**src/rtl/spi_rb_pkg.sv**
```systemverilog
package spi_rb_pkg;
  localparam int FRAME_W = 24;
  localparam int ADDR_W  = 2;
  localparam int SEL_W   = 5;
  localparam int REG_W   = 16;
  localparam int HDR_W   = 1 + ADDR_W + SEL_W;

  typedef struct packed {
    logic             valid;
    logic [REG_W-1:0] data;
  } readback_t;

  function automatic logic sel_implemented(input logic [SEL_W-1:0] sel, input int impl);
    return int'(sel) < impl;
  endfunction
endpackage

```
**src/rtl/spi_pin_sync.sv**
```systemverilog
module spi_pin_sync #(
  parameter int STAGES = 2
) (
  input  logic clk,
  input  logic rst_n,
  input  logic sclk_i,
  input  logic cs_n_i,
  input  logic mosi_i,
  output logic sclk_rise_o,
  output logic sclk_fall_o,
  output logic frame_start_o,
  output logic frame_end_o,
  output logic cs_active_o,
  output logic mosi_o
);
  // bit 2: sclk, bit 1: cs_n, bit 0: mosi
  logic [STAGES-1:0][2:0] stage_q;
  logic [1:0]             prev_q;
  logic                   sclk_s, cs_n_s;

  always_ff @(posedge clk or negedge rst_n) begin
    if (!rst_n) begin
      for (int i = 0; i < STAGES; i++) stage_q[i] <= 3'b010;
      prev_q <= 2'b01;
    end else begin
      stage_q[0] <= {sclk_i, cs_n_i, mosi_i};
      for (int i = 1; i < STAGES; i++) stage_q[i] <= stage_q[i-1];
      prev_q <= stage_q[STAGES-1][2:1];
    end
  end

  assign sclk_s        = stage_q[STAGES-1][2];
  assign cs_n_s        = stage_q[STAGES-1][1];
  assign mosi_o        = stage_q[STAGES-1][0];
  assign cs_active_o   = !cs_n_s;
  assign frame_start_o = prev_q[0] && !cs_n_s;
  assign frame_end_o   = !prev_q[0] && cs_n_s;
  assign sclk_rise_o   = !prev_q[1] && sclk_s && !cs_n_s;
  assign sclk_fall_o   = prev_q[1] && !sclk_s && !cs_n_s;
endmodule

```
**src/rtl/spi_frame_shifter.sv**
```systemverilog
module spi_frame_shifter #(
  parameter int FRAME_W = 24,
  parameter int HDR_W   = 8,
  localparam int CNT_W  = $clog2(FRAME_W + 2)
) (
  input  logic               clk,
  input  logic               rst_n,
  input  logic               frame_start_i,
  input  logic               frame_end_i,
  input  logic               cs_active_i,
  input  logic               sclk_rise_i,
  input  logic               sclk_fall_i,
  input  logic               mosi_i,
  input  logic               load_valid_i,
  input  logic [FRAME_W-1:0] load_word_i,
  output logic               frame_done_o,
  output logic [HDR_W-1:0]   header_o,
  output logic [CNT_W-1:0]   bit_cnt_o,
  output logic               miso_o,
  output logic               miso_oe_o
);
  localparam logic [CNT_W-1:0] CNT_FULL = CNT_W'(FRAME_W);
  localparam logic [CNT_W-1:0] CNT_OVER = CNT_W'(FRAME_W + 1);

  logic [FRAME_W-1:0] rx_q, tx_q;
  logic [CNT_W-1:0]   cnt_q;
  logic               tx_en_q, done_q;

  always_ff @(posedge clk or negedge rst_n) begin
    if (!rst_n) begin
      rx_q    <= '0;
      tx_q    <= '0;
      cnt_q   <= '0;
      tx_en_q <= 1'b0;
      done_q  <= 1'b0;
    end else begin
      done_q <= frame_end_i && (cnt_q == CNT_FULL);
      if (frame_start_i) begin
        cnt_q   <= '0;
        tx_q    <= load_word_i;
        tx_en_q <= load_valid_i;
      end else begin
        if (sclk_rise_i) begin
          rx_q <= {rx_q[FRAME_W-2:0], mosi_i};
          if (cnt_q != CNT_OVER) cnt_q <= cnt_q + 1'b1;
        end
        if (sclk_fall_i) tx_q <= {tx_q[FRAME_W-2:0], 1'b0};
        if (frame_end_i) tx_en_q <= 1'b0;
      end
    end
  end

  assign frame_done_o = done_q;
  assign header_o     = rx_q[FRAME_W-1 -: HDR_W];
  assign bit_cnt_o    = cnt_q;
  assign miso_oe_o    = tx_en_q && cs_active_i;
  assign miso_o       = miso_oe_o && tx_q[FRAME_W-1];
endmodule

```
**src/rtl/spi_read_request.sv**
```systemverilog
module spi_read_request
  import spi_rb_pkg::*;
#(
  parameter int FRAME_W = 24,
  parameter int ADDR_W  = 2,
  parameter int SEL_W   = 5,
  parameter int REG_W   = 16,
  localparam int HDR_W  = 1 + ADDR_W + SEL_W
) (
  input  logic               clk,
  input  logic               rst_n,
  input  logic               frame_done_i,
  input  logic [HDR_W-1:0]   header_i,
  input  logic [ADDR_W-1:0]  strap_i,
  input  logic [REG_W-1:0]   rd_data_i,
  output logic [SEL_W-1:0]   rd_sel_o,
  output logic               pend_valid_o,
  output logic [REG_W-1:0]   pend_data_o,
  output logic [FRAME_W-1:0] load_word_o
);
  logic              is_read, addr_hit;
  logic [ADDR_W-1:0] dev_field;
  readback_t         pend_q;

  assign is_read   = header_i[HDR_W-1];
  assign dev_field = header_i[HDR_W-2 -: ADDR_W];
  assign rd_sel_o  = header_i[SEL_W-1:0];
  assign addr_hit  = (dev_field == strap_i);

  always_ff @(posedge clk or negedge rst_n) begin
    if (!rst_n) begin
      pend_q <= '0;
    end else if (frame_done_i) begin
      pend_q.valid <= is_read && addr_hit;
      pend_q.data  <= rd_data_i;
    end
  end

  assign pend_valid_o = pend_q.valid;
  assign pend_data_o  = pend_q.data;
  assign load_word_o  = {{(FRAME_W-REG_W){1'b0}}, pend_q.data};
endmodule

```
**src/rtl/readback_regbank.sv**
```systemverilog
module readback_regbank
  import spi_rb_pkg::*;
#(
  parameter int CHANNELS = 4,
  parameter int BANKS    = 6,
  parameter int GLOBALS  = 3,
  parameter int SEL_W    = 5,
  parameter int REG_W    = 16,
  localparam int SLOTS   = 1 << SEL_W,
  localparam int IMPL    = CHANNELS * BANKS + GLOBALS
) (
  input  logic             clk,
  input  logic             rst_n,
  input  logic             wr_valid_i,
  input  logic [SEL_W-1:0] wr_sel_i,
  input  logic [REG_W-1:0] wr_data_i,
  input  logic [SEL_W-1:0] rd_sel_i,
  output logic [REG_W-1:0] rd_data_o
);
  logic [SLOTS-1:0][REG_W-1:0] slot_w;
  logic                        wr_legal;

  assign wr_legal = wr_valid_i && sel_implemented(wr_sel_i, IMPL);

  generate
    for (genvar g = 0; g < SLOTS; g++) begin : g_slot
      if (g < IMPL) begin : g_store
        logic [REG_W-1:0] store_q;
        always_ff @(posedge clk or negedge rst_n) begin
          if (!rst_n) store_q <= '0;
          else if (wr_legal && (wr_sel_i == SEL_W'(g))) store_q <= wr_data_i;
        end
        assign slot_w[g] = store_q;
      end else begin : g_empty
        assign slot_w[g] = '0;
      end
    end
  endgenerate

  assign rd_data_o = slot_w[rd_sel_i];
endmodule

```
**src/rtl/spi_readback_slave.sv**
```systemverilog
module spi_readback_slave
  import spi_rb_pkg::*;
#(
  parameter int CHANNELS    = 4,
  parameter int BANKS       = 6,
  parameter int GLOBALS     = 3,
  parameter int SYNC_STAGES = 2
) (
  input  logic              clk,
  input  logic              rst_n,
  input  logic [ADDR_W-1:0] dev_addr_i,
  input  logic              spi_sclk_i,
  input  logic              spi_cs_n_i,
  input  logic              spi_mosi_i,
  output logic              spi_miso_o,
  output logic              spi_miso_oe_o,
  input  logic              tw_valid_i,
  output logic              tw_ready_o,
  input  logic [SEL_W-1:0]  tw_sel_i,
  input  logic [REG_W-1:0]  tw_data_i
);
  localparam int CNT_W = $clog2(FRAME_W + 2);

  logic               sclk_rise, sclk_fall, frame_start, frame_end, cs_active, mosi_s;
  logic               frame_done, pend_valid;
  logic [HDR_W-1:0]   header;
  logic [CNT_W-1:0]   bit_cnt;
  logic [SEL_W-1:0]   rd_sel;
  logic [REG_W-1:0]   rd_data, pend_data;
  logic [FRAME_W-1:0] load_word;

  assign tw_ready_o = 1'b1;

  spi_pin_sync #(.STAGES(SYNC_STAGES)) u_sync (
    .clk(clk), .rst_n(rst_n),
    .sclk_i(spi_sclk_i), .cs_n_i(spi_cs_n_i), .mosi_i(spi_mosi_i),
    .sclk_rise_o(sclk_rise), .sclk_fall_o(sclk_fall),
    .frame_start_o(frame_start), .frame_end_o(frame_end),
    .cs_active_o(cs_active), .mosi_o(mosi_s)
  );

  spi_frame_shifter #(.FRAME_W(FRAME_W), .HDR_W(HDR_W)) u_shift (
    .clk(clk), .rst_n(rst_n),
    .frame_start_i(frame_start), .frame_end_i(frame_end), .cs_active_i(cs_active),
    .sclk_rise_i(sclk_rise), .sclk_fall_i(sclk_fall), .mosi_i(mosi_s),
    .load_valid_i(pend_valid), .load_word_i(load_word),
    .frame_done_o(frame_done), .header_o(header), .bit_cnt_o(bit_cnt),
    .miso_o(spi_miso_o), .miso_oe_o(spi_miso_oe_o)
  );

  spi_read_request #(.FRAME_W(FRAME_W), .ADDR_W(ADDR_W), .SEL_W(SEL_W), .REG_W(REG_W)) u_req (
    .clk(clk), .rst_n(rst_n),
    .frame_done_i(frame_done), .header_i(header), .strap_i(dev_addr_i),
    .rd_data_i(rd_data), .rd_sel_o(rd_sel),
    .pend_valid_o(pend_valid), .pend_data_o(pend_data), .load_word_o(load_word)
  );

  readback_regbank #(.CHANNELS(CHANNELS), .BANKS(BANKS), .GLOBALS(GLOBALS),
                     .SEL_W(SEL_W), .REG_W(REG_W)) u_bank (
    .clk(clk), .rst_n(rst_n),
    .wr_valid_i(tw_valid_i), .wr_sel_i(tw_sel_i), .wr_data_i(tw_data_i),
    .rd_sel_i(rd_sel), .rd_data_o(rd_data)
  );
endmodule

```
**config.mk**
```make
export PLATFORM = sky130hd
export DESIGN_NAME = spi_readback_slave
export DESIGN_NICKNAME = d
export VERILOG_FILES = /design/src/rtl/spi_rb_pkg.sv /design/src/rtl/spi_pin_sync.sv /design/src/rtl/spi_frame_shifter.sv /design/src/rtl/spi_read_request.sv /design/src/rtl/readback_regbank.sv /design/src/rtl/spi_readback_slave.sv
export SDC_FILE = /design/constraint.sdc
export NUM_CORES = 1
export LEC_CHECK = 0
export CORE_MARGIN = 10
export CORE_UTILIZATION = 55
export CTS_CLUSTER_DIAMETER = 40
export CTS_CLUSTER_SIZE = 12
export DETAILED_ROUTE_END_ITERATION = 6
export PLACE_DENSITY = 0.71
export SLEW_MARGIN = 20
export SYNTH_ARGS = -nofsm -noshare
export SYNTH_HDL_FRONTEND = slang
export SYNTH_SLANG_ARGS = --single-unit
```
**constraint.sdc**
```tcl
create_clock -name clk -period 4 [get_ports clk]
set_input_delay 0.8 -clock clk [delete_from_list [all_inputs] [get_ports clk]]
set_output_delay 0.8 -clock clk [all_outputs]
set_load 0.03 [all_outputs]
```
### Yosys cells after proc, flatten, opt, wreduce, memory -nomap -nowiden

Index checks and enable logic that the tools add are counted.

| storage, ports and cells | value |
|---|---|
| bits of input ports | 29 |
| word-level logic and storage cells | 128 |
| flip-flop bits (word level) | 512 |
| output and inout port bits | 3 |

| cells by class | value |
|---|---|
| bitwise operators | 1 |
| add/subtract/negate cells | 1 |
| multiplexer cells | 9 |
| reduce and logical (&&, ||, !) cells | 49 |
| order comparisons | 2 |
| equality and inequality tests | 29 |

Operator list:

| operator | count |
|---|---|
| $bmux W16 S5 | 1 |
| $eq A5 B5 Y1 const B | 12 |
| $mux W24 | 2 |
| $eq A5 B4 Y1 const B | 8 |
| $logic_and A1 B1 Y1 | 38 |
| $eq A5 B3 Y1 const B | 4 |
| $mux W16 | 1 |
| $mux W5 | 3 |
| $eq A5 B2 Y1 const B | 2 |
| $reduce_bool A2 Y1 | 4 |
| $lt A5 B6 Y1 const B | 1 |
| $add A5 B1 Y5 const B | 1 |
| $eq A5 B1 Y1 const B | 1 |
| $logic_not A5 Y1 | 1 |
| $lt A5 B5 Y1 const B | 1 |
| $ne A5 B5 Y1 const B | 1 |
| $logic_not A1 Y1 | 4 |
| $reduce_and A2 Y1 | 2 |
| $eq A2 B2 Y1 | 1 |
| $mux W1 | 2 |
| $not A1 Y1 | 1 |

### Longest topological paths before layout

Gate-level depths: netlist of run 1.

| depth | value |
|---|---|
| depth in word-level cells | 5 |
| mapped depth | 7 |
| gate-level depth less buffers | 6 |

### Hierarchy

From an unflattened synthesis of run 1, not the netlist that was laid out.

| unflattened totals | value |
|---|---|
| cells, all modules | 1521 |
| area, all modules | 23307.4 um2 |

Modules (own cells, without submodules):

| module | times used | area each (um2) | cells each |
|---|---|---|---|
| readback_regbank | 1 | 19636.3 | 1235 |
| spi_frame_shifter | 1 | 2523.7 | 201 |
| spi_read_request | 1 | 899.6 | 70 |
| spi_pin_sync | 1 | 236.5 | 13 |
| spi_readback_slave | 1 | 11.3 | 2 |

### Worst setup path after synthesis of run 1

No wires, ideal clock.

| timing | value |
|---|---|
| path type | in2reg |
| from | input port tw_sel_i[3] |
| to | register u_bank.g_slot[11].g_store.store_q[10] |
| path slack | 1684 ps |
| stages on the path | 6 |
| arrival | 2191 ps |
| library setup time | 125 ps |
| cells stage by stage | buf_2 > nor2b_1 > buf_2 > nor3b_2 > buf_4 > mux2_2 |

| on the way | value |
|---|---|
| word-level cells in the longest chain between the ends | 3 |
| elaborated cells between the ends (all ways) | 4 |
| those cells by class | order compare (1); eq/ne (1); reduce/logical (2) |

RTL lines:

| item | line | text |
|---|---|---|
| start, declared | spi_readback_slave.sv:19 | `input logic [SEL_W-1:0] tw_sel_i,` |
| $lt A5 B5 Y1 | spi_rb_pkg.sv:14 | `return int'(sel) < impl;` |
| $logic_and A1 B1 Y1 | readback_regbank.sv:23 | `assign wr_legal = wr_valid_i && sel_implemented(wr_sel_i, IMPL);` |
| $logic_and A1 B1 Y1 (*) | readback_regbank.sv:31 | `else if (wr_legal && (wr_sel_i == SEL_W'(g))) store_q <= wr_data_i;` |
| end signal, assigned | readback_regbank.sv:31 |  |
| end, declared | readback_regbank.sv:28 | `logic [REG_W-1:0] store_q;` |

Mark *: on every way between the ends. The rest lies on a longest branch, timed or not.
A chain may end at the register's enable or synchronous reset.

### Worst setup path in the final report of run 1

| timing | value |
|---|---|
| from | register u_shift.rx_q[18] |
| to | register u_req.pend_q, in the netlist u_req.pend_data_o[13] |

| on the way | value |
|---|---|
| word-level cells in the longest chain between the ends | 2 |

RTL lines:

| item | line | text |
|---|---|---|
| start, declared | spi_frame_shifter.sv:25 | `logic [FRAME_W-1:0] rx_q, tx_q;` |
| start signal, assigned | spi_frame_shifter.sv:44 | `rx_q <= {rx_q[FRAME_W-2:0], mosi_i};` |
| $bmux W16 S5 | readback_regbank.sv:40 | `assign rd_data_o = slot_w[rd_sel_i];` |
| $mux W16 (not written as such) | readback_regbank.sv:40 |  |
| end, declared | spi_read_request.sv:23 | `readback_t pend_q;` |

No other way between the ends. The select of a mux whose other input is x is not followed.

==> reports/results.txt, run 1 <==
status = finished, final reports clean
Max Clk Rate = 358 MHz
Hold Path Class = in2async
DR vias/cell = 6.06
Via Count = 13,200
share of post-route cells with drive strength above 1 = 45.1%
Gate Count Post-Synth = 1,556
dpl ws = 738 ps
Max Cap Violations = 0
Total GRT Usage = 21.2%
r2r setup slk = 1200 ps
Synth Area in XOR/XNOR = 0.228%
Initial Utilization = 55.3%
largest net degree at the start of global routing = 100
RSZ-0062 raised after global routing = false
Die X = 225 µm
drt pass-1 iters = 5
CP Class = reg2reg
YS warnings = 0
Final WS setup = 1200 ps
# fillers = 3,065
Final nets = 1,623
Adder-Cell Fraction of Synth Area = 0.271%
Seq cells post-synth = 512
crit share post-route = 69.9%
CTS Buffer Depth = 3
simple-gate share of the synthesized area = 2.76%
Pleak = 11.5 nW
DRT iter0 DRCs = 864
Max H-tree Level = 3
GRT overflow = 0
crit path capture type = flop
Avg WL per Cell = 23.8 µm
largest family of logic cells by synthesized area = multiplexers
Post-synth ARST share = 100%
post-route ant nets = 0
Port Buf Inserts = 30
Min Hold Slack = 185 ps
Setup Skew = 26.8 ps
mux contribution to synthesized area = 34.0%
Post-CTS Setup Inserts = 0
Final Core Density = 63.5%
worst vdd ir = 0.327 mV
first-pass GRT wire length = 82,600 µm
post-CTS sizing = 0
commonest non-fill, non-tap cell in the layout = dfrtp_1
Power Dens Cells = 559 nW/µm²
Final Instance Area = 26,500 µm²
Die Span Y = 225 µm
DP Area = 23,900 µm²
RR Endpoint = u_req.pend_data_o[13]$_DFFE_PN0P_
vias in the first global route = 14,100
core box area = 41,800 µm²
Slew Limit Fails = 0
WP data required = 4430 ps
clk_lat worst skew = 600 ps
WP data arrival = 3220 ps
CTS tree = built
Slew HR = 23.6%
R2R depth = 5
Post-Syn Nets = 1,590
final wirelength = 52,000 µm
Synth Area in Compound Gates = 4.28%
Rows = 75
DRC Markers = 0
crit path time final = 2800 ps
Crit Path Max Fanout = 37
Final Wtd Congestion = 0.800
Seq/Total Area, Yosys = 55.5%
Detail Placement HPWL = 31,700 µm
Worst-path clk slew = 50 ps
ANT cells = 0
I/O Pins = 32
Avg Cell Area, Syn = 14.8 µm²
reg2reg start = u_shift.rx_q[18]$_DFFE_PN0P_
Post-synth EDFFs = 0
root buffer cell = clkbuf_16
Most used DFF post-synth = dfrtp_1
Num CTS Buffers = 75
initial antenna violation count = 0
slew at the pin with the worst max-slew slack = 1140 ps
Mapped Area = 23,100 µm²
Sum Neg Setup Slack = 0 ps
Area Overhead vs Synth = 14.8%
CTS Hold Buffers Added = 0
die area = 50,600 µm²
Netlist cell types = 43
final hold viol count = 0
critical path launch point type = flop
final setup fails = 0
most frequent cells in the layout = dfrtp_1 (506), mux2_2 (460), mux2i_1 (111), clkbuf_16 (81), mux4_2 (64)
CTS Sinks = 512
## kinds of logic (layout without fill, tap and decap cells)
group	count (synthesis)	after routing
buffers and inverters	134	226
adder cells (fa/ha/maj)	5	5
flip-flops	512	512
XOR/XNOR	6	6
AO/OA/AOI/OAI	125	125
other	1	1
AND/OR/NAND/NOR	128	128
multiplexers	645	645
## worst max-delay path, cell delays in order (launching register included)
cell and delay, ps:
dfrtp_2 1040, buf_4 330, mux4_2 360, mux2_2 310
a221oi_1 450, a2111oi_2 100
## through the flow
step / power, mW / std cells
after global placement: 8.04 / 2051
after floorplan: 7.66 / 1556
after global routing: 15.4 / 2187
after CTS: 14.9 / 2187
after detailed placement: 8.17 / 2051
final: 14.8 / 2187
## metal layers
layer | GRT usage (%) | vias up | wire length (µm)
met5 | 0 | - | 0
met4 | 6.43 | 0 | 1130
met3 | 3.51 | 86 | 1840
met2 | 35.4 | 238 | 26000
met1 | 27.9 | 7117 | 23000
li1 | - | 5804 | -
## worst max-delay path by stage
stage | end | slack, ps | depth (start not counted) | startpoint
floorplan | u_bank.g_slot[11].g_store.store_q[10]$_DFFE_PN0P_ | 1680 | 6 | tw_sel_i[3]
global placement | u_bank.g_slot[17].g_store.store_q[7]$_DFFE_PN0P_ | 800 | 5 | tw_sel_i[2]
detailed placement | u_bank.g_slot[16].g_store.store_q[8]$_DFFE_PN0P_ | 740 | 5 | tw_sel_i[2]
CTS | spi_miso_o | 1210 | 3 | u_sync.cs_n_s$_DFF_PN1_
global route | u_req.pend_data_o[7]$_DFFE_PN0P_ | 1020 | 4 | u_shift.rx_q[18]$_DFFE_PN0P_
finish | u_req.pend_data_o[13]$_DFFE_PN0P_ | 1200 | 5 | u_shift.rx_q[18]$_DFFE_PN0P_
## layout make-up
type                    instances  area, µm²  area share (%)
clock buffers                  96       2170            8.20
multi-input cells             910       9600            36.2
well taps                     539        674            2.54
clock inverters                40        455            1.72
flip-flops and latches        512      12800            48.4
inverters                       8       30.0           0.113
repair buffers                 82        756            2.85
## cell usage after synthesis, types with 10 or more instances
cell type	n	area, µm²
a221oi_1	10	87.6
mux2i_1	111	1110
mux4_2	64	1440
nor2_1	29	109
mux2_2	460	5180
o2bb2ai_1	16	140
a22oi_1	32	240
dfrtp_1	509	12700
buf_4	20	150
a21oi_1	25	125
mux2_1	10	113
o21ai_0	20	100
clkbuf_1	56	210
nand2_1	57	214
buf_2	40	200
## registers in the layout, summed over array words and instances (netlist names), 2 cells and up
signal                         count
u_bank.g_slot.g_store.store_q    432
u_req.pend_data_o                 16
u_shift.bit_cnt_o                  5
u_shift.rx_q                      24
u_shift.tx_q                      24
u_sync.prev_q                      2
u_sync.stage_q                     3
## power breakdown
| part | leakage (nW) | switching, mW | internal, mW |
|---|---|---|---|
| logic | 3.65 | 0.611 | 0.962 |
| registers | 6.60 | 0.434 | 6.08 |
| clock network | 1.26 | 2.42 | 4.32 |
| total | 11.5 | 3.46 | 11.4 |
(Power assumes the default switching activity.)
==> run 2: changes to the inputs <==
Clock period 4 ns to 2.9 ns, I/O delays scaled along.
==> reports/results.txt, run 2 (synthesized netlist as in run 1, its figures left out) <==
status = finished, final reports clean
share of power burned in registers = 43.9%
Non-Filler Instances = 2,215
Final Wtd Congestion = 0.793
Slew HR = 36.2%
commonest non-fill, non-tap cell in the layout = dfrtp_1
DR vias/cell = 6.05
WP data arrival = 3000 ps
Power Dens Cells = 759 nW/µm²
most frequent cells in the layout = dfrtp_1 (506), mux2_2 (460), mux2i_1 (111), clkbuf_16 (74), buf_4 (68)
# fillers = 3,058
dpl cells = 2,088
Die X = 225 µm
Hold Path Class = reg2reg
root buffer cell = clkbuf_16
CP Class = reg2reg
max reg flops = 432
crit path time final = 2590 ps
Net Sw Frac = 23.0%
post-CTS sizing = 0
crit path capture type = flop
CTS tree = built
Worst-path clk slew = 50 ps
Int Pwr = 15.7 mW
first-pass GRT wire length = 83,500 µm
CTS Sinks = 512
Comb pwr share = 10.9%
Multi-input gate area = 9600 µm²
Area Overhead vs Synth = 16.6%
Num CTS Buffers = 72
largest net degree at the start of global routing = 86
final hold viol count = 0
WP data required = 3310 ps
Die Span Y = 225 µm
Via Count = 13,400
R2R depth = 5
initial antenna violation count = 0
Final WS setup = 306 ps
post-route ant nets = 0
DRT iter0 DRCs = 839
Reg area = 12,800 µm²
r2r setup slk = 310 ps
Avg WL per Cell = 23.4 µm
Clk network pwr share = 45.2%
Final nets = 1,658
Top Registers = u_bank.g_slot.g_store.store_q x432, u_shift.rx_q x24, u_shift.tx_q x24
Slew Limit Fails = 0
HP Start = u_sync.stage_q[0]$_DFF_PN0_
reg2reg start = u_shift.rx_q[16]$_DFFE_PN0P_
Net Sw Power = 4.71 mW
Port Buf Inserts = 30
die area = 50,600 µm²
Max H-tree Level = 3
Total GRT Usage = 21.3%
hold endpoint = u_sync.mosi_o$_DFF_PN0_
largest reg by FF count = u_bank.g_slot.g_store.store_q
Crit Path Max Fanout = 15
final wirelength = 51,800 µm
clk_lat worst skew = 590 ps
share of post-route cells with drive strength above 1 = 45.6%
RSZ-0062 raised after global routing = false
worst vdd ir = 0.546 mV
Max Cap Violations = 0
Post-CTS Setup Inserts = 0
Pleak = 11.7 nW
RR Endpoint = u_req.pend_data_o[2]$_DFFE_PN0P_
Setup Skew = 30.9 ps
slew at the pin with the worst max-slew slack = 957 ps
vias in the first global route = 14,400
dpl ws = 245 ps
crit share post-route = 89.4%
worst hold path depth = 0
I/O Pins = 32
GRT overflow = 0
critical path launch point type = flop
core box area = 41,800 µm²
CTS Buffer Depth = 3
drt pass-1 iters = 5
Overall Power = 20.4 mW
DRC Markers = 0
final setup fails = 0
Sum Neg Setup Slack = 0 ps
Detail Placement HPWL = 32,200 µm
Rows = 75
Initial Utilization = 55.3%
Max Clk Rate = 386 MHz
[run 2: critical path, cell delays in order, from the launching register on]
cell and delay [ps]:
dfrtp_4 650, buf_4 270, mux4_2 530, mux2_2 290, a221oi_1 520, a2111oi_1 130
[run 2: through the flow]
step	util (%)	hold slack (ps)	area (µm²)
after detailed placement	58.3	340	24400
after global placement	58.3	338	24400
after floorplan	-	284	23100
final	64.5	353	26900
after CTS	64.5	353	26900
after global routing	64.5	363	26900
[run 2: layout make-up]
class                           count  share of cell area (%)
Antenna cell                        1                 0.00929
Clock buffer                       87                    7.24
Clock inverter                     38                    2.23
Inverter                            8                   0.112
Multi-Input combinational cell    910                    35.7
Sequential cell                   512                    47.6
Tap cell                          539                    2.50
Timing Repair Buffer              120                    4.63
[run 2: power by group through the flow]
stage	clock [mW]	sequential, mW	combinational (mW)
final	9.23	8.98	2.22
after CTS	9.38	8.97	2.26
after floorplan	0	8.88	1.68
after global placement	0	9.00	2.15
after detailed placement	0	9.08	2.24
after global routing	9.70	9.13	2.44
[run 2: worst max path at each step]
stage	slack (ps)	depth (start not counted)	start	to
floorplan	800	6	tw_sel_i[3]	u_bank.g_slot[11].g_store.store_q[10]$_DFFE_PN0P_
global placement	290	6	tw_sel_i[2]	u_bank.g_slot[19].g_store.store_q[9]$_DFFE_PN0P_
detailed placement	240	6	tw_sel_i[2]	u_bank.g_slot[19].g_store.store_q[10]$_DFFE_PN0P_
CTS	340	5	u_shift.rx_q[16]$_DFFE_PN0P_	u_req.pend_data_o[2]$_DFFE_PN0P_
global route	200	5	u_shift.rx_q[16]$_DFFE_PN0P_	u_req.pend_data_o[5]$_DFFE_PN0P_
finish	310	5	u_shift.rx_q[16]$_DFFE_PN0P_	u_req.pend_data_o[2]$_DFFE_PN0P_
[run 2: repair_timing]
item | in CTS | in global routing
hold buffers | 1 | 0
endpoints found under the hold margin | 51 | 0
setup endpoints to repair | 0 | 0
[run 2: layer usage]
metal	routed length [µm]	share of wire, %	global-route usage [%]
met2	25700	50	35.4
met1	22700	44	28.2
met5	0	0	0
met3	2160	4.2	3.70
met4	1210	2.3	6.16
==> run 3: changes to the inputs <==
Settings changed: CTS_CLUSTER_DIAMETER 40 to 80.
==> reports/results.txt, run 3 (synthesized netlist as in run 1, its figures left out) <==
first-pass GRT wire length = 81,900 µm
Slew Limit Fails = 0
Die Span Y = 225 µm
Net Sw Power = 4.00 mW
ANT cells = 0
Final Core Density = 61.5%
CTS Buffer Depth = 3
CTS tree = built
Final nets = 1,634
crit path capture type = flop
Final Wtd Congestion = 0.793
share of post-route cells with drive strength above 1 = 43.0%
commonest non-fill, non-tap cell in the layout = dfrtp_1
crit share post-route = 89.8%
Max H-tree Level = 2
Via Count = 13,100
Area Overhead vs Synth = 11.2%
Total GRT Usage = 20.8%
final hold viol count = 0
critical path launch point type = flop
Rows = 75
largest net degree at the start of global routing = 86
R2R depth = 5
Avg WL per Cell = 23.5 µm
RSZ-0062 raised after global routing = false
CP Class = reg2reg
die area = 50,600 µm²
initial antenna violation count = 0
DR vias/cell = 6.06
slew at the pin with the worst max-slew slack = 942 ps
Final WS setup = 296 ps
met1 Resource Use GR = 28.2%
Num CTS Buffers = 48
Die X = 225 µm
root buffer cell = clkbuf_16
Worst-path clk slew = 60 ps
crit path time final = 2600 ps
GRT overflow = 0
share of power burned in registers = 53.4%
clk_lat worst skew = 590 ps
Power Dens Cells = 654 nW/µm²
Crit Path Max Fanout = 15
M3 GR Usage = 2.77%
final wirelength = 50,800 µm
status = finished, final reports clean
Max Clk Rate = 384 MHz
Top Registers = u_bank.g_slot.g_store.store_q x432, u_shift.rx_q x24, u_shift.tx_q x24
I/O Pins = 32
Max Cap Violations = 0
Sum Neg Setup Slack = 0 ps
DRC Markers = 0
busiest grt layer = met2
Pleak = 11.1 nW
worst hold path depth = 0
Slew HR = 37.2%
WP data required = 3310 ps
Hold Path Class = reg2reg
most frequent cells in the layout = dfrtp_1 (506), mux2_2 (460), mux2i_1 (111), buf_4 (68), mux4_2 (64)
Port Buf Inserts = 30
DRT iter0 DRCs = 870
WP data arrival = 3020 ps
drt pass-1 iters = 5
GRT met2 Usage = 34.8%
worst vdd ir = 0.455 mV
largest reg by FF count = u_bank.g_slot.g_store.store_q
vias in the first global route = 14,000
final setup fails = 0
Net Sw Frac = 23.8%
post-route ant nets = 0
core box area = 41,800 µm²
Initial Utilization = 55.3%
dpl ws = 245 ps
Detail Placement HPWL = 32,200 µm
Setup Skew = 18.2 ps
Clk network pwr share = 33.5%
Post-CTS Setup Inserts = 0
Int Pwr = 12.8 mW
CTS Sinks = 512
Comb pwr share = 13.2%
max reg flops = 432
[run 3: cell count changes in the layout (fill, tap and decap cells not counted), moves of 2 or more]
cell        previous run  this run
clkbuf_16             74        49
bufinv_16             13         0
clkbuf_8               5         0
clkinvlp_4             8         0
clkinv_4               5         0
clkinv_2               3         1
inv_6                  6         0
clkbuf_1               8        19
inv_8                  2         0
[run 3: per-layer routing]
| metal | share of wire [%] | up-vias |
|---|---|---|
| met5 | 0 | - |
| met4 | 1.8 | 0 |
| met3 | 3.4 | 60 |
| met2 | 50 | 180 |
| met1 | 45 | 7041 |
| li1 | - | 5795 |
[run 3: repair_timing]
action                                 CTS  global route
hold buffers                             1             0
endpoints found under the hold margin   51             0
resized for setup                        0             0
[run 3: final timing paths]
kind                                              start                                           endpoint  slack [ps]
max reg2reg                u_shift.rx_q[16]$_DFFE_PN0P_                   u_req.pend_data_o[2]$_DFFE_PN0P_         300
max                        u_shift.rx_q[16]$_DFFE_PN0P_                   u_req.pend_data_o[2]$_DFFE_PN0P_         300
max in group asynchronous                         rst_n  u_bank.g_slot[17].g_store.store_q[12]$_DFFE_PN0P_        1490
min                         u_sync.stage_q[0]$_DFF_PN0_                            u_sync.mosi_o$_DFF_PN0_         350
min reg2reg                 u_sync.stage_q[0]$_DFF_PN0_                            u_sync.mosi_o$_DFF_PN0_         350
min in group asynchronous                         rst_n                        u_shift.rx_q[1]$_DFFE_PN0P_         530
[run 3: final cells by class]
cell class,count,area [µm²]
Fill cell,3196,16100
Sequential cell,512,12800
Multi-Input combinational cell,910,9600
Clock buffer,68,1300
Timing Repair Buffer,120,1250
Tap cell,539,674
Inverter,8,30.0
Clock inverter,1,5.00
[run 3: through the flow]
| stage | cell area [µm²] | total power, mW | std cells | hold WS (ps) |
|---|---|---|---|---|
| global route | 25700 | 17.6 | 2158 | 367 |
| detailed placement | 24400 | 11.3 | 2088 | 340 |
| finish | 25700 | 16.8 | 2158 | 352 |
| global placement | 24400 | 11.1 | 2088 | 338 |
| CTS | 25700 | 16.9 | 2158 | 354 |
| floorplan | 23100 | 10.6 | 1556 | 284 |
[run 3: power groups by stage]
stage	registers, mW	logic (mW)	clock network (mW)
after detailed placement	9.08	2.24	0
after global routing	9.11	2.43	6.03
after CTS	8.95	2.25	5.74
final	8.96	2.21	5.62
after floorplan	8.88	1.68	0
after global placement	9.00	2.15	0
[run 3: worst max-delay path: stages (launching register included)]
cell and delay [ps]:
dfrtp_4 660, buf_4 280, mux4_2 520, mux2_2 280
a221oi_1 540, a2111oi_1 130
